--- config.mk ---
export PLATFORM = sky130hd
export DESIGN_NAME = shreg_rf_top
export DESIGN_NICKNAME = d
export VERILOG_FILES = /design/src/rtl/shreg_pkg.sv /design/src/rtl/shreg_idx_xlate.sv /design/src/rtl/shreg_bank.sv /design/src/rtl/shreg_rf_top.sv
export SDC_FILE = /design/constraint.sdc
export NUM_CORES = 2
export LEC_CHECK = 0
export BUFFER_PORTS_ARGS = -buffer_cell sky130_fd_sc_hd__buf_4
export CORE_AREA = 2 2 501 503
export CTS_CLUSTER_SIZE = 8
export DETAILED_ROUTE_END_ITERATION = 8
export DIE_AREA = 0 0 503 505
export GPL_TIMING_DRIVEN = 1
export MAX_ROUTING_LAYER = met4
export PLACE_DENSITY = 0.74
export SLEW_MARGIN = 20
export SYNTH_ARGS = -nofsm -noshare
export SYNTH_HDL_FRONTEND = slang
export SYNTH_HIERARCHICAL = 1
export SYNTH_SLANG_ARGS = --single-unit
--- constraint.sdc ---
create_clock -name clk -period 19.4 [get_ports clk]
set_input_delay 1.94 -clock clk [delete_from_list [all_inputs] [get_ports clk]]
set_output_delay 1.94 -clock clk [all_outputs]
set_load 0.01 [all_outputs]
--- src/rtl/shreg_pkg.sv ---
package shreg_pkg;

    // Default configuration of the register file
    localparam int unsigned DEF_DATA_W      = 64;
    localparam int unsigned DEF_ARCH_REGS   = 32;
    localparam int unsigned DEF_SHADOW_REGS = 8;
    // Steered indices: 8..14 and 25
    localparam logic [31:0] DEF_REDIR_MASK  = 32'h0200_7F00;

    // Number of steered indices strictly below idx, i.e. the shadow slot
    function automatic int unsigned slot_below(input logic [31:0] mask,
                                               input int unsigned idx);
        int unsigned cnt;
        cnt = 0;
        for (int unsigned k = 0; k < 32; k++) begin
            if (k < idx && mask[k]) cnt++;
        end
        return cnt;
    endfunction

endpackage

--- src/rtl/shreg_idx_xlate.sv ---
module shreg_idx_xlate #(
    parameter int unsigned ARCH_REGS  = 32,
    parameter int unsigned IDX_W      = 5,
    parameter int unsigned TAG_W      = 6,
    parameter logic [31:0] REDIR_MASK = 32'h0200_7F00
) (
    input  logic [IDX_W-1:0] arch_idx,
    input  logic             priv_mode,
    output logic [TAG_W-1:0] phys_tag
);
    import shreg_pkg::*;

    logic        steer;
    int unsigned slot;

    always_comb begin
        steer = priv_mode && REDIR_MASK[arch_idx];
        slot  = slot_below(REDIR_MASK, int'(arch_idx));
        if (steer) begin
            phys_tag = TAG_W'(ARCH_REGS + slot);
        end else begin
            phys_tag = TAG_W'(arch_idx);
        end
    end

endmodule

--- src/rtl/shreg_bank.sv ---
module shreg_bank #(
    parameter int unsigned DATA_W   = 64,
    parameter int unsigned NUM_PHYS = 40,
    parameter int unsigned TAG_W    = 6,
    parameter int unsigned ZERO_TAG = 31,
    parameter int unsigned NUM_RD   = 2
) (
    input  logic                           clk,
    input  logic                           rst_n,
    input  logic                           we,
    input  logic [TAG_W-1:0]               wtag,
    input  logic [DATA_W-1:0]              wdata,
    input  logic [NUM_RD-1:0][TAG_W-1:0]   rd_tag,
    output logic [NUM_RD-1:0][DATA_W-1:0]  rd_data
);

    logic [NUM_PHYS-1:0][DATA_W-1:0] ent_flat;

    for (genvar k = 0; k < NUM_PHYS; k++) begin : g_ent
        if (k == ZERO_TAG) begin : g_zero
            assign ent_flat[k] = '0;
        end else begin : g_reg
            logic [DATA_W-1:0] ent_q;
            logic              hit;
            assign hit = we && (wtag == TAG_W'(k));

            always_ff @(posedge clk or negedge rst_n) begin
                if (!rst_n) begin
                    ent_q <= '0;
                end else if (hit) begin
                    ent_q <= wdata;
                end
            end
            assign ent_flat[k] = ent_q;

            // an entry not addressed by an enabled write keeps its value
            assert_entry_hold_R9: assert property (@(posedge clk) disable iff (!rst_n)
                !(we && wtag == TAG_W'(k)) |=> $stable(ent_flat[k]));
            // an addressed entry holds the written data one cycle later
            assert_entry_load_R6: assert property (@(posedge clk) disable iff (!rst_n)
                (we && wtag == TAG_W'(k)) |=> ent_flat[k] == $past(wdata));
        end
    end

    for (genvar p = 0; p < NUM_RD; p++) begin : g_rd
        always_comb begin
            if (rd_tag[p] < TAG_W'(NUM_PHYS)) begin
                rd_data[p] = ent_flat[rd_tag[p]];
            end else begin
                rd_data[p] = '0;
            end
        end
    end

endmodule

--- src/rtl/shreg_rf_top.sv ---
module shreg_rf_top #(
    parameter int unsigned DATA_W      = 64,
    parameter int unsigned ARCH_REGS   = 32,
    parameter int unsigned SHADOW_REGS = 8,
    parameter logic [31:0] REDIR_MASK  = 32'h0200_7F00,
    localparam int unsigned IDX_W      = $clog2(ARCH_REGS),
    localparam int unsigned NUM_PHYS   = ARCH_REGS + SHADOW_REGS,
    localparam int unsigned TAG_W      = $clog2(NUM_PHYS)
) (
    input  logic              clk,
    input  logic              rst_n,
    input  logic [IDX_W-1:0]  ra_idx,
    input  logic              ra_mode,
    output logic [DATA_W-1:0] ra_data,
    output logic [TAG_W-1:0]  ra_tag,
    input  logic [IDX_W-1:0]  rb_idx,
    input  logic              rb_mode,
    output logic [DATA_W-1:0] rb_data,
    output logic [TAG_W-1:0]  rb_tag,
    input  logic              wr_en,
    input  logic [IDX_W-1:0]  wc_idx,
    input  logic              wc_mode,
    input  logic [DATA_W-1:0] wc_data,
    output logic [TAG_W-1:0]  wc_tag
);

    localparam int unsigned NUM_PORTS = 3;
    localparam int unsigned NUM_RD    = 2;
    localparam int unsigned ZERO_IDX  = ARCH_REGS - 1;

    logic [NUM_PORTS-1:0][IDX_W-1:0] port_idx;
    logic [NUM_PORTS-1:0]            port_mode;
    logic [NUM_PORTS-1:0][TAG_W-1:0] port_tag;
    logic [NUM_RD-1:0][DATA_W-1:0]   rd_data;
    logic                            bank_we;

    assign port_idx  = {wc_idx, rb_idx, ra_idx};
    assign port_mode = {wc_mode, rb_mode, ra_mode};

    for (genvar p = 0; p < NUM_PORTS; p++) begin : g_xlate
        shreg_idx_xlate #(
            .ARCH_REGS (ARCH_REGS),
            .IDX_W     (IDX_W),
            .TAG_W     (TAG_W),
            .REDIR_MASK(REDIR_MASK)
        ) u_xlate (
            .arch_idx (port_idx[p]),
            .priv_mode(port_mode[p]),
            .phys_tag (port_tag[p])
        );
    end

    assign ra_tag  = port_tag[0];
    assign rb_tag  = port_tag[1];
    assign wc_tag  = port_tag[2];
    assign bank_we = wr_en && (wc_idx != IDX_W'(ZERO_IDX));

    shreg_bank #(
        .DATA_W  (DATA_W),
        .NUM_PHYS(NUM_PHYS),
        .TAG_W   (TAG_W),
        .ZERO_TAG(ZERO_IDX),
        .NUM_RD  (NUM_RD)
    ) u_bank (
        .clk    (clk),
        .rst_n  (rst_n),
        .we     (bank_we),
        .wtag   (port_tag[2]),
        .wdata  (wc_data),
        .rd_tag ({port_tag[1], port_tag[0]}),
        .rd_data(rd_data)
    );

    assign ra_data = rd_data[0];
    assign rb_data = rd_data[1];

    // tags stay inside the physical file
    assert_tag_range_R1: assert property (@(posedge clk) disable iff (!rst_n)
        ra_tag < TAG_W'(NUM_PHYS) && rb_tag < TAG_W'(NUM_PHYS) && wc_tag < TAG_W'(NUM_PHYS));
    // mode 0 keeps the index as the tag
    assert_plain_mode_R2: assert property (@(posedge clk) disable iff (!rst_n)
        !ra_mode |-> ra_tag == TAG_W'(ra_idx));
    // a steered index in mode 1 lands in the shadow bank
    assert_shadow_steer_R3: assert property (@(posedge clk) disable iff (!rst_n)
        (wc_mode && REDIR_MASK[wc_idx]) |-> wc_tag >= TAG_W'(ARCH_REGS));
    // both read ports agree for the same index and mode
    assert_ports_agree_R4: assert property (@(posedge clk) disable iff (!rst_n)
        (ra_idx == rb_idx && ra_mode == rb_mode) |-> (ra_tag == rb_tag && ra_data == rb_data));
    // the zero register reads zero in both modes
    assert_zero_read_R5: assert property (@(posedge clk) disable iff (!rst_n)
        (rb_idx == IDX_W'(ZERO_IDX)) |-> rb_data == '0);
    // a committed write is visible on port A from the next cycle
    assert_wr_visible_R6: assert property (@(posedge clk) disable iff (!rst_n)
        (wr_en && wc_idx != IDX_W'(ZERO_IDX)) |=>
        (ra_tag != $past(wc_tag) || ra_data == $past(wc_data)));

endmodule

* After elaboration in Yosys (flattened, before gate mapping)
Memories as Yosys holds them, arrays and structs flattened.
Index checks and enable logic that the tools add are counted.
W data, S select, Z words.
** Word-level totals
- Register bits :: 2496
- Latch bits :: 0
- RAM bits :: 0
- ROM bits :: 96
- Output and inout port bits :: 146
- Word-level logic and storage cells :: 216
- Memories kept :: 3
** Operators by class
- Add/sub/neg operators :: 24
- Multiply operators :: 0
- Divide/modulo/power cells :: 0
- $lt $le $gt $ge :: 31
- Equal/unequal tests :: 39
- Shift-type cells :: 0
- Mux-type cells :: 36
- Bitwise operators :: 0
- Reduce and logical (&&, ||, !) cells :: 44
** Memory list
- (name not given) :: depth 32, width 1, read ports 1, clocked after memory_dff 0, write ports 0, RTL line shreg_idx_xlate.sv:17 : steer = priv_mode && REDIR_MASK[arch_idx];
- (name not given) :: depth 32, width 1, read ports 1, clocked after memory_dff 0, write ports 0, RTL line shreg_idx_xlate.sv:17
- (name not given) :: depth 32, width 1, read ports 1, clocked after memory_dff 0, write ports 0, RTL line shreg_idx_xlate.sv:17
** Operators by type and width (count)
- $bmux W64 S6 :: 2
- $mux W64 :: 4
- $mux W6 :: 24
- $add A6 B1 Y6 const B :: 18
- $lt A4 B5 Y1 const A :: 21
- $eq A6 B5 Y1 const B :: 15
- $eq A6 B4 Y1 const B :: 8
- $eq A6 B6 Y1 const B :: 8
- $logic_and A1 B1 Y1 :: 43
- $eq A6 B3 Y1 const B :: 4
- $add A6 B6 Y6 const A :: 3
- $lt A5 B6 Y1 const B :: 3
- $lt A5 B5 Y1 const A :: 3
- $lt A6 B7 Y1 const B :: 2
- $eq A6 B2 Y1 const B :: 2
- $lt A6 B6 Y1 const B :: 2
- $add A1 B1 Y2 const B :: 3
- $eq A6 B1 Y1 const B :: 1
- $logic_not A6 Y1 :: 1
- $mux W1 :: 6
- $ne A5 B5 Y1 const B :: 1

* Logic depth before layout (Yosys ltp)
- Word-level depth :: 21
- Mapped depth :: 31
- Gate-level depth less buffers :: 25

* Hierarchy
The synthesis kept the hierarchy.
** Modules (own cells, without submodules)
- shreg_bank :: instances 1, cells an instance 9311, area each 133967.2 µm², sequential area each 62459.9 µm²
- shreg_idx_xlate :: instances 3, cells an instance 109, area each 709.4 µm², sequential area each 0.0 µm²
- shreg_rf_top :: instances 1, cells an instance 3, area each 16.3 µm², sequential area each 0.0 µm²

* Least setup slack after synthesis
OpenSTA, ideal clock, no wires.
- Path type :: input to output
- Start point :: input port ra_idx[1]
- End point :: output port ra_data[29]
- Arrival :: 7387 ps
- Path slack :: 10073 ps
- Stages on the path :: 29
- Path buffers :: 6
- Cells stage by stage :: buf_2 > buf_2 > nor2_1 > nor2_1 > nor2_1 > ha_1 > buf_6 > xnor2_1 > ha_1 > o31a_1 > o22ai_1 > nor2_1 > ha_1 > nand2_1 > o31ai_1 > ha_1 > o211ai_1 > o221ai_1 > xor2_1 > xnor2_1 > xnor2_1 > o21ai_0 > buf_2 > buf_4 > buf_2 > mux4_2 > mux2i_1 > nor2_1 > or4_1
** Between the ends
- Longest elaborated chain between the ends :: 21
- Elaborated cells on any way between the ends :: 32
** Ends and longest elaborated chain
- start: declaration :: RTL line shreg_rf_top.sv:12 : input logic [IDX_W-1:0] ra_idx,
- $lt A4 B5 Y1 :: RTL line shreg_pkg.sv:16 : if (k < idx && mask[k]) cnt++;
- $mux W1 :: RTL line shreg_pkg.sv:16
- $add A1 B1 Y2 :: RTL line shreg_pkg.sv:16
- $mux W6 :: RTL line shreg_pkg.sv:16
- $add A6 B1 Y6 :: RTL line shreg_pkg.sv:16
- $mux W6 :: RTL line shreg_pkg.sv:16
- $add A6 B1 Y6 :: RTL line shreg_pkg.sv:16
- $mux W6 :: RTL line shreg_pkg.sv:16
- (+6 left out)
- $add A6 B1 Y6 :: RTL line shreg_pkg.sv:16
- $mux W6 :: RTL line shreg_pkg.sv:16
- $add A6 B6 Y6 :: RTL line shreg_idx_xlate.sv:20 : phys_tag = TAG_W'(ARCH_REGS + slot);
- $mux W6 (*) :: RTL line shreg_idx_xlate.sv:19 : if (steer) begin
- via ra_tag[2] :: RTL line shreg_rf_top.sv:15 : output logic [TAG_W-1:0] ra_tag,
- $bmux W64 S6 :: RTL line shreg_bank.sv:48 : rd_data[p] = ent_flat[rd_tag[p]];
- $mux W64 (implied by the code) :: RTL line shreg_bank.sv:48
- $mux W64 (*) :: RTL line shreg_bank.sv:47 : if (rd_tag[p] < TAG_W'(NUM_PHYS)) begin
- end: declaration :: RTL line shreg_rf_top.sv:14 : output logic [DATA_W-1:0] ra_data,
Mark *: on every way through the listed nets, which the timed path passes. The rest lies on a longest branch. The select of a mux whose other input is x is not followed.

* Final worst setup path
- Start point :: input port ra_idx[3]
- End point :: output port ra_data[29]
** Between the ends
- Longest elaborated chain between the ends :: 21
- Elaborated cells on any way between the ends :: 32
** Ends and longest elaborated chain (RTL line)
- $lt A4 B5 Y1 :: shreg_pkg.sv:16
- $mux W1 :: shreg_pkg.sv:16
- $add A1 B1 Y2 :: shreg_pkg.sv:16
- $mux W6 :: shreg_pkg.sv:16
- $add A6 B1 Y6 :: shreg_pkg.sv:16
- $mux W6 :: shreg_pkg.sv:16
- $add A6 B1 Y6 :: shreg_pkg.sv:16
- $mux W6 :: shreg_pkg.sv:16
- (+5 left out)
- $mux W6 :: shreg_pkg.sv:16
- $add A6 B1 Y6 :: shreg_pkg.sv:16
- $mux W6 :: shreg_pkg.sv:16
- $add A6 B6 Y6 :: shreg_idx_xlate.sv:20
- $mux W6 (*) :: shreg_idx_xlate.sv:19
- $bmux W64 S6 :: shreg_bank.sv:48
- $mux W64 (implied by the code) :: shreg_bank.sv:48
- $mux W64 (*) :: shreg_bank.sv:47
Mark *: on every way between the ends. The rest lies on a longest branch, timed or not. The select of a mux whose other input is x is not followed.

==> flow_summary.ini <==
[floorplan]
start_util_pct = 54.84
die_h_um = 505
die-area_um2 = 254000
io_pins = 231
rows = 183
die_x_um = 503
core_area_um2 = 248200

[layout]
fin_nets = 9520
final_cell_mix = 2496 x dfrtp_1, 2412 x mux2_2, 996 x mux4_2
finalNonFillerCells = 12820
final_layout_size_suffix_gt1_share_pct = 46.08
fillers = 18620
syn_to_final_growth_pct = 9.680
top_register = u_bank/g_ent.g_reg.ent_q
largest_reg_flops = 2496
layout_commonest_cell = dfrtp_1
top_regs = u_bank/g_ent.g_reg.ent_q (2496)

[status]
status = completed

[logic_synthesis]
synthesis.area_um2 = 136100
synthCells = 9641
syn-num-nets = 9744
synth_seq_cells = 2496
synth_top_area_cell = dfrtp_1
synth_edf_count = 0
synth_top_area_share_pct = 45.89
async_flop_share_pct = 100.0
yosysUniqueCellTypes = 77
avgSynthCellArea_um2 = 14.12
yosysSeqAreaShare_pct = 45.89
yosys_warnings = 6
yosys-top-cells-area = dfrtp_1 46%, mux2_2 20%, mux4_2 16%, mux2i_1 5.3%, clkbuf_1 1.6%
synthFlopType = dfrtp_1

[power]
power_leakage_nw = 67.04
power.density_nw_per_um2 = 118.8
vdd_drop_max_mv = 0.1014

[routing]
drc = 0
drtPass1Iterations = 6
initialDrtViolationCount = 12750
vias = 95250
avgRoutedWirePerCell_um = 37.38
viasPerCell = 7.432
routed_wl_um = 479100
ant_nets = 0

[global_routing]
grt_pass1_vias = 97070
antenna_found_initial = 39
grt_pass1_wl_um = 691200
grt-ovfl-total = 0
grtUsageTotal_pct = 38.73
grt_max_degree = 177

[critical_path]
slowest_delay_ns = 0.85
required_ns = 17.46
cp_data_arrival_time_ns = 10.15
end_kind = output pin
cp-start-kind = input port
cpMostUsedCell = buf_4
cp_slowest_cell = buf_4
cp_max_fo = 39
worstSetupPathType = input port to output pin
reg2reg_slack_ns = 18.57

[timing]
holdWs_ns = 0.5136
min_period_ns = 12.09
relSlewSlack_pct = 13.39
slew_violations = 0
tns_ns = 0
grt_setup_unrepaired = false
worstMarginPinSlew_ns = 1.299
finalSetupViolCount = 0
max_freq_mhz = 82.73
hold_viol_final = 0
period_share_pct = 62.31
finalClockSkew_ns = 0

[placed_design]
dp_hpwl_um = 271800
place_congestion = 0.8809
io_buffers = 230
numPlacedInstances = 12380

[clocking]
cts_max_path_buffers = 4
cts_sinks = 2496
clk_latency_ns = 0.96
cts_tree = built
cts_htree_levels = 5
cts_buffers = 361
clkTransAtPathRegs_ns = 0.05
cts_setup_buffers = 0
cts_hold_buf = 0
cts_resized = 0
root_buffer = clkbuf_16

[worst_hold_path]
holdCritPathClass = register to register

[run]
maxCapViolCount = 0
[stage by stage]
stage	setup slack, ns	area [um^2]	utilization [%]	total power, W
floorplan	10.07	136100	-	0.01062
global placement	7.536	139800	56.32	0.01189
detailed placement	7.664	139800	56.33	0.01216
CTS	7.611	149100	60.07	0.01765
global route	7.243	149200	60.13	0.01837
finish	7.313	149300	60.15	0.01774
[final timing paths]
path	start	endpoint	cells after the start
min reg2reg	u_bank/g_ent[28].g_reg.ent_q[13]$_DFFE_PN0P_	u_bank/g_ent[28].g_reg.ent_q[13]$_DFFE_PN0P_	1
max in group asynchronous	rst_n	u_bank/g_ent[24].g_reg.ent_q[28]$_DFFE_PN0P_	6
max reg2reg	u_bank/g_ent[28].g_reg.ent_q[22]$_DFFE_PN0P_	u_bank/g_ent[28].g_reg.ent_q[22]$_DFFE_PN0P_	1
min	u_bank/g_ent[28].g_reg.ent_q[13]$_DFFE_PN0P_	u_bank/g_ent[28].g_reg.ent_q[13]$_DFFE_PN0P_	1
max	ra_idx[3]	ra_data[29]	29
min in group asynchronous	rst_n	u_bank/g_ent[38].g_reg.ent_q[20]$_DFFE_PN0P_	1
[routing by layer]
metal	vias up	wire length [um]	track usage, %
li1	36430	-	-
met4	0	32580	23.47
met1	50570	173800	49.01
met3	1747	57730	10.92
met2	6508	215000	55.40
met5	-	0	-
[logic make-up after synthesis]
logic type	synth area share (%)
muxes	42.16
DFF	45.89
buffers and inverters	3.643
AOI/OAI and AO/OA	5.473
and+or+nand+nor	2.488
xor gates and xnor gates	0.1544
adders and majority gates	0.1875
[layout make-up]
| class | instances | area [um^2] | area share (%) |
|---|---|---|---|
| Sequential cell | 2496 | 62460 | 41.84 |
| Antenna cell | 58 | 145.1 | 0.09722 |
| Clock inverter | 6 | 75.07 | 0.05029 |
| Tap cell | 3330 | 4167 | 2.791 |
| Inverter | 71 | 289.0 | 0.1936 |
| Multi-Input combinational cell | 6031 | 69250 | 46.38 |
| Timing Repair Buffer | 456 | 3699 | 2.477 |
| Clock buffer | 368 | 9209 | 6.168 |
[cell usage after synthesis, types with 58 or more instances]
cell / n
nand2_1: 333
clkbuf_1: 587
buf_2: 306
o221ai_1: 58
dfrtp_1: 2496
o21ai_0: 170
o211ai_1: 72
mux2i_1: 715
nor2_1: 191
nand3_1: 73
buf_4: 76
mux2_2: 2412
mux4_2: 996
a21oi_1: 152
inv_1: 65
buf_1: 59
a22oi_1: 160
[worst max-delay path: cells and delay by family]
| family | cells | cell delay (ns) |
|---|---|---|
| xor+xnor | 2 | 0.37 |
| mux | 2 | 0.60 |
| fa+ha+maj | 5 | 1.53 |
| compound gates | 5 | 0.73 |
| simple gates | 6 | 1.31 |
| buf+inv | 9 | 3.45 |
[power breakdown]
group	internal (W)	switching (W)	total [W]	leakage, nW
clock network	0.00330	0.00222	0.00552	4.57
registers	0.00654	0.000976	0.00751	32.6
logic	0.00255	0.00217	0.00471	29.9
total	0.0124	0.00536	0.0177	67.0
Note: power is estimated with default switching activity, not from simulation.
